File: config.mk
export PLATFORM = sky130hd
export DESIGN_NAME = fwd_result_queue
export DESIGN_NICKNAME = d
export VERILOG_FILES = /design/src/rtl/fwdq_pkg.sv /design/src/rtl/fwdq_fifo.sv /design/src/rtl/fwdq_track.sv /design/src/rtl/fwd_result_queue.sv
export SDC_FILE = /design/constraint.sdc
export NUM_CORES = 1
export LEC_CHECK = 0
export BUFFER_PORTS_ARGS = -buffer_cell sky130_fd_sc_hd__clkbuf_2
export CELL_PAD_IN_SITES_DETAIL_PLACEMENT = 1
export CELL_PAD_IN_SITES_GLOBAL_PLACEMENT = 1
export CORE_ASPECT_RATIO = 1.75
export CORE_MARGIN = 5
export CORE_UTILIZATION = 56
export CTS_CLUSTER_SIZE = 40
export DETAILED_ROUTE_END_ITERATION = 10
export PLACE_DENSITY = 0.83
export SLEW_MARGIN = 30
export SYNTH_ARGS = -nofsm -noshare
export SYNTH_HDL_FRONTEND = slang
export SYNTH_HIERARCHICAL = 1
export SYNTH_SLANG_ARGS = --single-unit
File: constraint.sdc
create_clock -name clk -period 9.6 [get_ports clk]
set_clock_uncertainty 0.05 [all_clocks]
set_input_delay 1.92 -clock clk [delete_from_list [all_inputs] [get_ports clk]]
set_output_delay 1.92 -clock clk [all_outputs]
set_load 0.005 [all_outputs]
File: src/rtl/fwdq_pkg.sv
package fwdq_pkg;

    localparam int IDX_W  = 8;
    localparam int DATA_W = 32;

    typedef logic [IDX_W-1:0]  idx_t;
    typedef logic [DATA_W-1:0] data_t;

    typedef struct packed {
        idx_t  idx;
        data_t val;
    } fwd_entry_t;

    // a is older than b when the wrapped difference a-b is negative
    function automatic logic idx_older(input idx_t a, input idx_t b);
        idx_t diff;
        diff = a - b;
        return diff[IDX_W-1];
    endfunction

endpackage

File: src/rtl/fwdq_fifo.sv
module fwdq_fifo
    import fwdq_pkg::*;
#(
    parameter int DEPTH = 8
) (
    input  logic       clk,
    input  logic       rst,
    input  logic       flush,
    input  logic       push,
    input  fwd_entry_t push_entry,
    input  logic       pop,
    output fwd_entry_t head,
    output logic       empty,
    output logic       full
);
    localparam int PTR_W = (DEPTH > 1) ? $clog2(DEPTH) : 1;
    localparam int CNT_W = $clog2(DEPTH + 1);

    fwd_entry_t         store [DEPTH];
    logic [PTR_W-1:0]   rd_ptr, wr_ptr;
    logic [CNT_W-1:0]   cnt;

    function automatic logic [PTR_W-1:0] step(input logic [PTR_W-1:0] p);
        return (p == PTR_W'(DEPTH - 1)) ? '0 : p + PTR_W'(1);
    endfunction

    assign empty = (cnt == '0);
    assign full  = (cnt == CNT_W'(DEPTH));
    assign head  = store[rd_ptr];

    always_ff @(posedge clk) begin
        if (rst || flush) begin
            rd_ptr <= '0;
            wr_ptr <= '0;
            cnt    <= '0;
        end else begin
            if (push) begin
                store[wr_ptr] <= push_entry;
                wr_ptr        <= step(wr_ptr);
            end
            if (pop)
                rd_ptr <= step(rd_ptr);
            if (push && !pop)
                cnt <= cnt + CNT_W'(1);
            else if (pop && !push)
                cnt <= cnt - CNT_W'(1);
        end
    end

    assert_no_overflow_R2: assert property (@(posedge clk) disable iff (rst)
        push |-> (!full || pop));

    assert_no_underflow_R5: assert property (@(posedge clk) disable iff (rst)
        pop |-> !empty);

    assert_flush_clears_R9: assert property (@(posedge clk) disable iff (rst)
        flush |=> empty);

endmodule

File: src/rtl/fwdq_track.sv
module fwdq_track
    import fwdq_pkg::*;
#(
    parameter int TRACK = 4
) (
    input  logic  clk,
    input  logic  rst,
    input  logic  flush,
    input  logic  alloc,
    input  idx_t  alloc_idx,
    input  data_t alloc_val,
    input  logic  exec_valid,
    input  idx_t  exec_idx,
    input  data_t exec_data,
    output logic  room,
    output logic  mm_valid,
    output idx_t  mm_idx
);
    localparam int SEL_W = (TRACK > 1) ? $clog2(TRACK) : 1;

    logic [TRACK-1:0] busy;
    idx_t             t_idx [TRACK];
    data_t            t_val [TRACK];
    logic [SEL_W-1:0] free_sel, hit_sel;
    logic             hit_any;

    always_comb begin
        room     = 1'b0;
        free_sel = '0;
        hit_any  = 1'b0;
        hit_sel  = '0;
        for (int i = TRACK - 1; i >= 0; i--) begin
            if (!busy[i]) begin
                room     = 1'b1;
                free_sel = SEL_W'(i);
            end
            if (busy[i] && t_idx[i] == exec_idx) begin
                hit_any = 1'b1;
                hit_sel = SEL_W'(i);
            end
        end
    end

    always_ff @(posedge clk) begin
        if (rst || flush) begin
            busy     <= '0;
            mm_valid <= 1'b0;
            mm_idx   <= '0;
        end else begin
            if (exec_valid && hit_any)
                busy[hit_sel] <= 1'b0;
            if (alloc) begin
                busy[free_sel]  <= 1'b1;
                t_idx[free_sel] <= alloc_idx;
                t_val[free_sel] <= alloc_val;
            end
            mm_valid <= exec_valid && hit_any && (t_val[hit_sel] != exec_data);
            mm_idx   <= exec_idx;
        end
    end

    assert_alloc_room_R8: assert property (@(posedge clk) disable iff (rst)
        alloc |-> room);

    assert_mm_cause_R7: assert property (@(posedge clk) disable iff (rst)
        mm_valid |-> $past(exec_valid));

endmodule

File: src/rtl/fwd_result_queue.sv
module fwd_result_queue
    import fwdq_pkg::*;
#(
    parameter int DEPTH  = 8,
    parameter int TRACK  = 4,
    parameter int PREG_W = 6
) (
    input  logic                     clk,
    input  logic                     rst,
    input  logic                     flush,
    input  logic                     push_valid,
    input  logic [IDX_W-1:0]         push_idx,
    input  logic [DATA_W-1:0]        push_data,
    output logic                     push_ready,
    input  logic                     disp_valid,
    input  logic [IDX_W-1:0]         disp_idx,
    input  logic [PREG_W-1:0]        disp_preg,
    output logic                     ew_en,
    output logic [PREG_W-1:0]        ew_preg,
    output logic [DATA_W-1:0]        ew_data,
    output logic                     rdy_set_en,
    output logic [PREG_W-1:0]        rdy_set_preg,
    input  logic                     exec_valid,
    input  logic [IDX_W-1:0]         exec_idx,
    input  logic [DATA_W-1:0]        exec_data,
    output logic                     mm_valid,
    output logic [IDX_W-1:0]         mm_idx
);
    fwd_entry_t head, in_entry;
    logic       empty, full, room;
    logic       do_push, hit, stale, pop;

    assign in_entry   = '{idx: push_idx, val: push_data};
    assign push_ready = !full;
    assign do_push    = push_valid && !full && !flush;

    assign hit   = disp_valid && !flush && !empty && room && (head.idx == disp_idx);
    assign stale = disp_valid && !flush && !empty && idx_older(head.idx, disp_idx);
    assign pop   = hit || stale;

    fwdq_fifo #(.DEPTH(DEPTH)) fifo_i (
        .clk(clk), .rst(rst), .flush(flush),
        .push(do_push), .push_entry(in_entry),
        .pop(pop), .head(head), .empty(empty), .full(full)
    );

    fwdq_track #(.TRACK(TRACK)) track_i (
        .clk(clk), .rst(rst), .flush(flush),
        .alloc(hit), .alloc_idx(head.idx), .alloc_val(head.val),
        .exec_valid(exec_valid && !flush), .exec_idx(exec_idx), .exec_data(exec_data),
        .room(room), .mm_valid(mm_valid), .mm_idx(mm_idx)
    );

    always_ff @(posedge clk) begin
        if (rst) begin
            ew_en        <= 1'b0;
            ew_preg      <= '0;
            ew_data      <= '0;
            rdy_set_en   <= 1'b0;
            rdy_set_preg <= '0;
        end else begin
            ew_en        <= hit;
            ew_preg      <= disp_preg;
            ew_data      <= head.val;
            rdy_set_en   <= hit;
            rdy_set_preg <= disp_preg;
        end
    end

    assert_ew_cause_R3: assert property (@(posedge clk) disable iff (rst)
        ew_en |-> $past(disp_valid) && !$past(flush));

    assert_rdy_pair_R4: assert property (@(posedge clk) disable iff (rst)
        ew_en |-> (rdy_set_en && rdy_set_preg == ew_preg));

    assert_miss_keeps_R5: assert property (@(posedge clk) disable iff (rst)
        (disp_valid && !flush && !empty && !hit && !stale && !do_push) |=> $stable(head));

endmodule

==> key figures <==
Final layout
  – Final nets: around 1400
  – Area growth from synthesis to layout: 13.49%
  – Area of all placed cells without fillers: 0.02403 mm²
  – Proportion of layout cells with a drive suffix above 1: 0.2519
  – Core utilization of the finished layout: 0.6406

Placement
  – Final weighted congestion in routability-driven placement: approximately 0.76
  – Post-detailed-placement half-perimeter wirelength: 30230 µm
  – Number of buffers inserted by port buffering: 155
  – Area after detailed placement: 0.02242 mm²

Timing
  – Unrepaired setup endpoints after global routing: no
  – Worst Max-Slew Pin Slew: roughly 810 ps
  – Minimum clock period after layout: 4747 ps
  – Count of endpoints failing setup in the final report: 0
  – Highest Clock Rate: between 200 and 250 MHz
  – Final sum of negative setup slack: 0 ps
  – Slew Viols, Final: 0
  – Final cycle utilization of the critical path: 0.4945
  – Hold Vio Cnt, Final: 0
  – Worst slew margin: 0.4574

Worst setup path
  – Slowest CP cell: sky130_fd_sc_hd__buf_6
  – Delay of the slowest critical-path stage: about 560 ps
  – Worst Path Required: 10060 ps
  – Highest fanout seen on the critical path: 80
  – Family of cells with the greatest summed delay on the critical path: compound AO/OA/AOI/OAI gates
  – Crit path buffers/inverters: 3
  – Kind of end point of the critical path: flop
  – Arrival time of the worst setup path: 5200 ps
  – Crit Path Class: flop to flop
  – Ordered cell list for the critical path: buf_6 > mux4_1 > mux2_2 > ha_1 > a21oi_1 > a21oi_1 > or4_1 > nand3_1 > inv_1 > ha_1 > inv_1 > ha_1 > a21oi_1 > nand3_1 > a211oi_1 > a31o_2
  – Critical Path Source Type: flop

CTS
  – Level count of the clock H-tree: 2
  – Clk Tree Root Cell: sky130_fd_sc_hd__clkbuf_16
  – Clock Sink Count: 545
  – Number of gates resized after CTS: 0
  – CTS buffer count: 46
  – Number of hold-repair buffers added at the cts stage: 0
  – Clk_lat worst skew: between 500 and 600 ps
  – Maximum count of clock buffers along a single path: 3
  – Post-CTS setup repair buffer count: 0
  – Clock transition at path regs: 70 ps
  – CTS tree: yes

Global routing
  – Global-route wire length before repair: 73370 µm
  – Grt ovf: 0
  – Total routing usage reported by global routing: 0.2372
  – Pin count of the biggest net entering global routing: 81
  – Initial antenna violation count: 4
  – Via count of the first global-routing pass: 11690

Pwr
  – Overall power: 4.678 mW
  – Leakage power summed over all cells: 8.188 nW
  – Pwr Density: between 150 and 200 mW/mm²
  – VDD IR max: 0.0001882 V

Yosys
  – Distinct cell type count after synthesis: 58
  – Number of enable flip-flop cells after synthesis: 480
  – Part of the Yosys area used for sequential elements: 0.7421
  – Flip-flop cell with the highest count after synthesis: sky130_fd_sc_hd__edfxtp_1
  – Proportion of synthesized flip-flops having asynchronous set or reset: 0
  – Synthesized netlist net count: 1199
  – Post-Syn Instances: 1084
  – Yosys reg bits: around 550
  – Area share of the largest cell type after synthesis: 0.6806
  – Mean cell area of the mapped netlist: 19.54 µm²
  – Largest cells by area after synthesis: sky130_fd_sc_hd__edfxtp_1 (68%), sky130_fd_sc_hd__mux4_1 (9.9%), sky130_fd_sc_hd__dfxtp_1 (6.1%)
  – Mapped Area: between 0.02 and 0.025 mm²
  – Largest area contributor in the synthesized netlist: sky130_fd_sc_hd__edfxtp_1
  – Warning count from the yosys run: 6

Floorplan
  – Initial core utilization: 0.5644
  – Ports: 156
  – Chip Width: 157 µm
  – Core Region: 0.03752 mm²
  – Die Y-Extent: around 270 µm
  – Die outline area: 0.04196 mm²
  – Cell row count: 94

Drt
  – Via Count: between 10000 and 15000
  – Post-detailed-route wirelength per cell: 27.60 µm
  – Iteration-0 DRC count of the detailed router: 790
  – Per-cell via count in the routed design: approximately 6.0
  – Remaining routing DRC violations: 0
  – Pre-Repair DR Iteration Count: 5
  – ANT nets after route: 0
  – Routed wire length: 48800 µm

Min path
  – Class of the tightest hold or removal check: flop to flop

Outcome
  – Result of the run: complete, no violations

Run
  – Max-cap violations: 0
## state kept, by name, summed over array words and instances, names as in the netlist, named ones only
name              cells
rdy_set_preg          6
ew_data              32
fifo_i/wr_ptr         3
ew_en                 1
track_i/t_val       128
track_i/mm_idx        8
fifo_i/rd_ptr         3
track_i/mm_valid      1
fifo_i/cnt            4
fifo_i/store        320
track_i/t_idx        32
track_i/busy          4
## area by class of cell
type                       instances  area [µm²]
clock inverter                    29       329.1
inverter                          12       45.04
tap                              480       600.6
timing repair buffer             175       933.4
antenna                            2       5.005
clock buffer                      56        1272
sequential                       545       15720
fill                            3167       13480
multi-input combinational        469        5127
## per-layer routing
layer  vias to the layer above  track usage  part of all wire
li1                       4684            -                 -
met1                      5484       0.2870              0.36
met2                       366       0.4300              0.55
met3                        97      0.03153             0.052
met4                         2      0.09108             0.039
met5                         -            0           0.00041
## report_power, final
group | internal, mW | switching [mW] | total, mW
logic | 0.0521 | 0.0754 | 0.128
registers | 2.58 | 0.00614 | 2.59
clock network | 1.14 | 0.829 | 1.96
## worst register-to-register path, stage by stage (launching register included)
cell and delay [ps]:
sky130_fd_sc_hd__dfxtp_2 330, sky130_fd_sc_hd__buf_6 560, sky130_fd_sc_hd__mux4_1 440, sky130_fd_sc_hd__mux2_2 370, sky130_fd_sc_hd__ha_1 340, sky130_fd_sc_hd__a21oi_1 150
sky130_fd_sc_hd__a21oi_1 100, sky130_fd_sc_hd__or4_1 470, sky130_fd_sc_hd__nand3_1 210, sky130_fd_sc_hd__inv_1 160, sky130_fd_sc_hd__ha_1 240, sky130_fd_sc_hd__inv_1 130
sky130_fd_sc_hd__ha_1 290, sky130_fd_sc_hd__a21oi_1 190, sky130_fd_sc_hd__nand3_1 150, sky130_fd_sc_hd__a211oi_1 360, sky130_fd_sc_hd__a31o_2 160
## per-stage QoR
stage	hold slack (ps)	worst slack, ps	instances
floorplan	439.7	2939	1084
global placement	476.0	4473	1681
finish	542.3	4853	1768
CTS	540.6	4811	1766
detailed placement	506.0	4334	1681
global route	562.8	4529	1768
## cells in the mapped netlist, types with 4 or more instances
cell type / n
sky130_fd_sc_hd__a21oi_1: 16
sky130_fd_sc_hd__a221o_1: 4
sky130_fd_sc_hd__a222oi_1: 26
sky130_fd_sc_hd__and2_1: 8
sky130_fd_sc_hd__and2b_1: 5
sky130_fd_sc_hd__buf_4: 7
sky130_fd_sc_hd__buf_6: 19
sky130_fd_sc_hd__clkbuf_1: 28
sky130_fd_sc_hd__dfxtp_1: 65
sky130_fd_sc_hd__edfxtp_1: 480
sky130_fd_sc_hd__ha_1: 14
sky130_fd_sc_hd__inv_1: 12
sky130_fd_sc_hd__mux2_2: 40
sky130_fd_sc_hd__mux4_1: 80
sky130_fd_sc_hd__nand2_1: 67
sky130_fd_sc_hd__nand2b_1: 5
sky130_fd_sc_hd__nand3_1: 8
sky130_fd_sc_hd__nand4_1: 16
sky130_fd_sc_hd__nor2_1: 25
sky130_fd_sc_hd__nor2b_1: 34
sky130_fd_sc_hd__nor3_1: 9
sky130_fd_sc_hd__nor4_1: 5
sky130_fd_sc_hd__xnor2_1: 47
sky130_fd_sc_hd__xor2_1: 14
## kinds of logic after synthesis
kind of cell	count (synthesis)	synth area share
buffers and inverters	70	0.02109
XOR/XNOR	67	0.03143
AND/OR/NAND/NOR	201	0.04963
multiplexers	123	0.1219
adder cells (fa/ha/maj)	15	0.009217
AO/OA/AOI/OAI	63	0.02458
flip-flops	545	0.7421
## final timing paths
path	cells after the start	from	slack, ps	endpoint
hold reg to reg	2	fifo_i/rd_ptr[2]$_SDFFE_PP0P_	540	flop
setup reg to reg	16	flop	4850	fifo_i/cnt[3]$_SDFFE_PP0P_
hold / removal	2	fifo_i/rd_ptr[2]$_SDFFE_PP0P_	540	flop
setup / recovery	16	flop	4850	fifo_i/cnt[3]$_SDFFE_PP0P_
## cell usage in the layout (no fill, tap or decap), types with 18 or more instances in the layout
| cell | netlist | layout |
|---|---|---|
| sky130_fd_sc_hd__edfxtp_1 | 480 | 480 |
| sky130_fd_sc_hd__clkbuf_2 | 0 | 155 |
| sky130_fd_sc_hd__mux4_1 | 80 | 80 |
| sky130_fd_sc_hd__nand2_1 | 67 | 67 |
| sky130_fd_sc_hd__dfxtp_1 | 65 | 62 |
| sky130_fd_sc_hd__clkbuf_16 | 0 | 49 |
| sky130_fd_sc_hd__xnor2_1 | 47 | 47 |
| sky130_fd_sc_hd__mux2_2 | 40 | 40 |
| sky130_fd_sc_hd__nor2b_1 | 34 | 34 |
| sky130_fd_sc_hd__a222oi_1 | 26 | 26 |
| sky130_fd_sc_hd__buf_4 | 7 | 18 |
No activity file was read; power rests on OpenSTA's default activity.
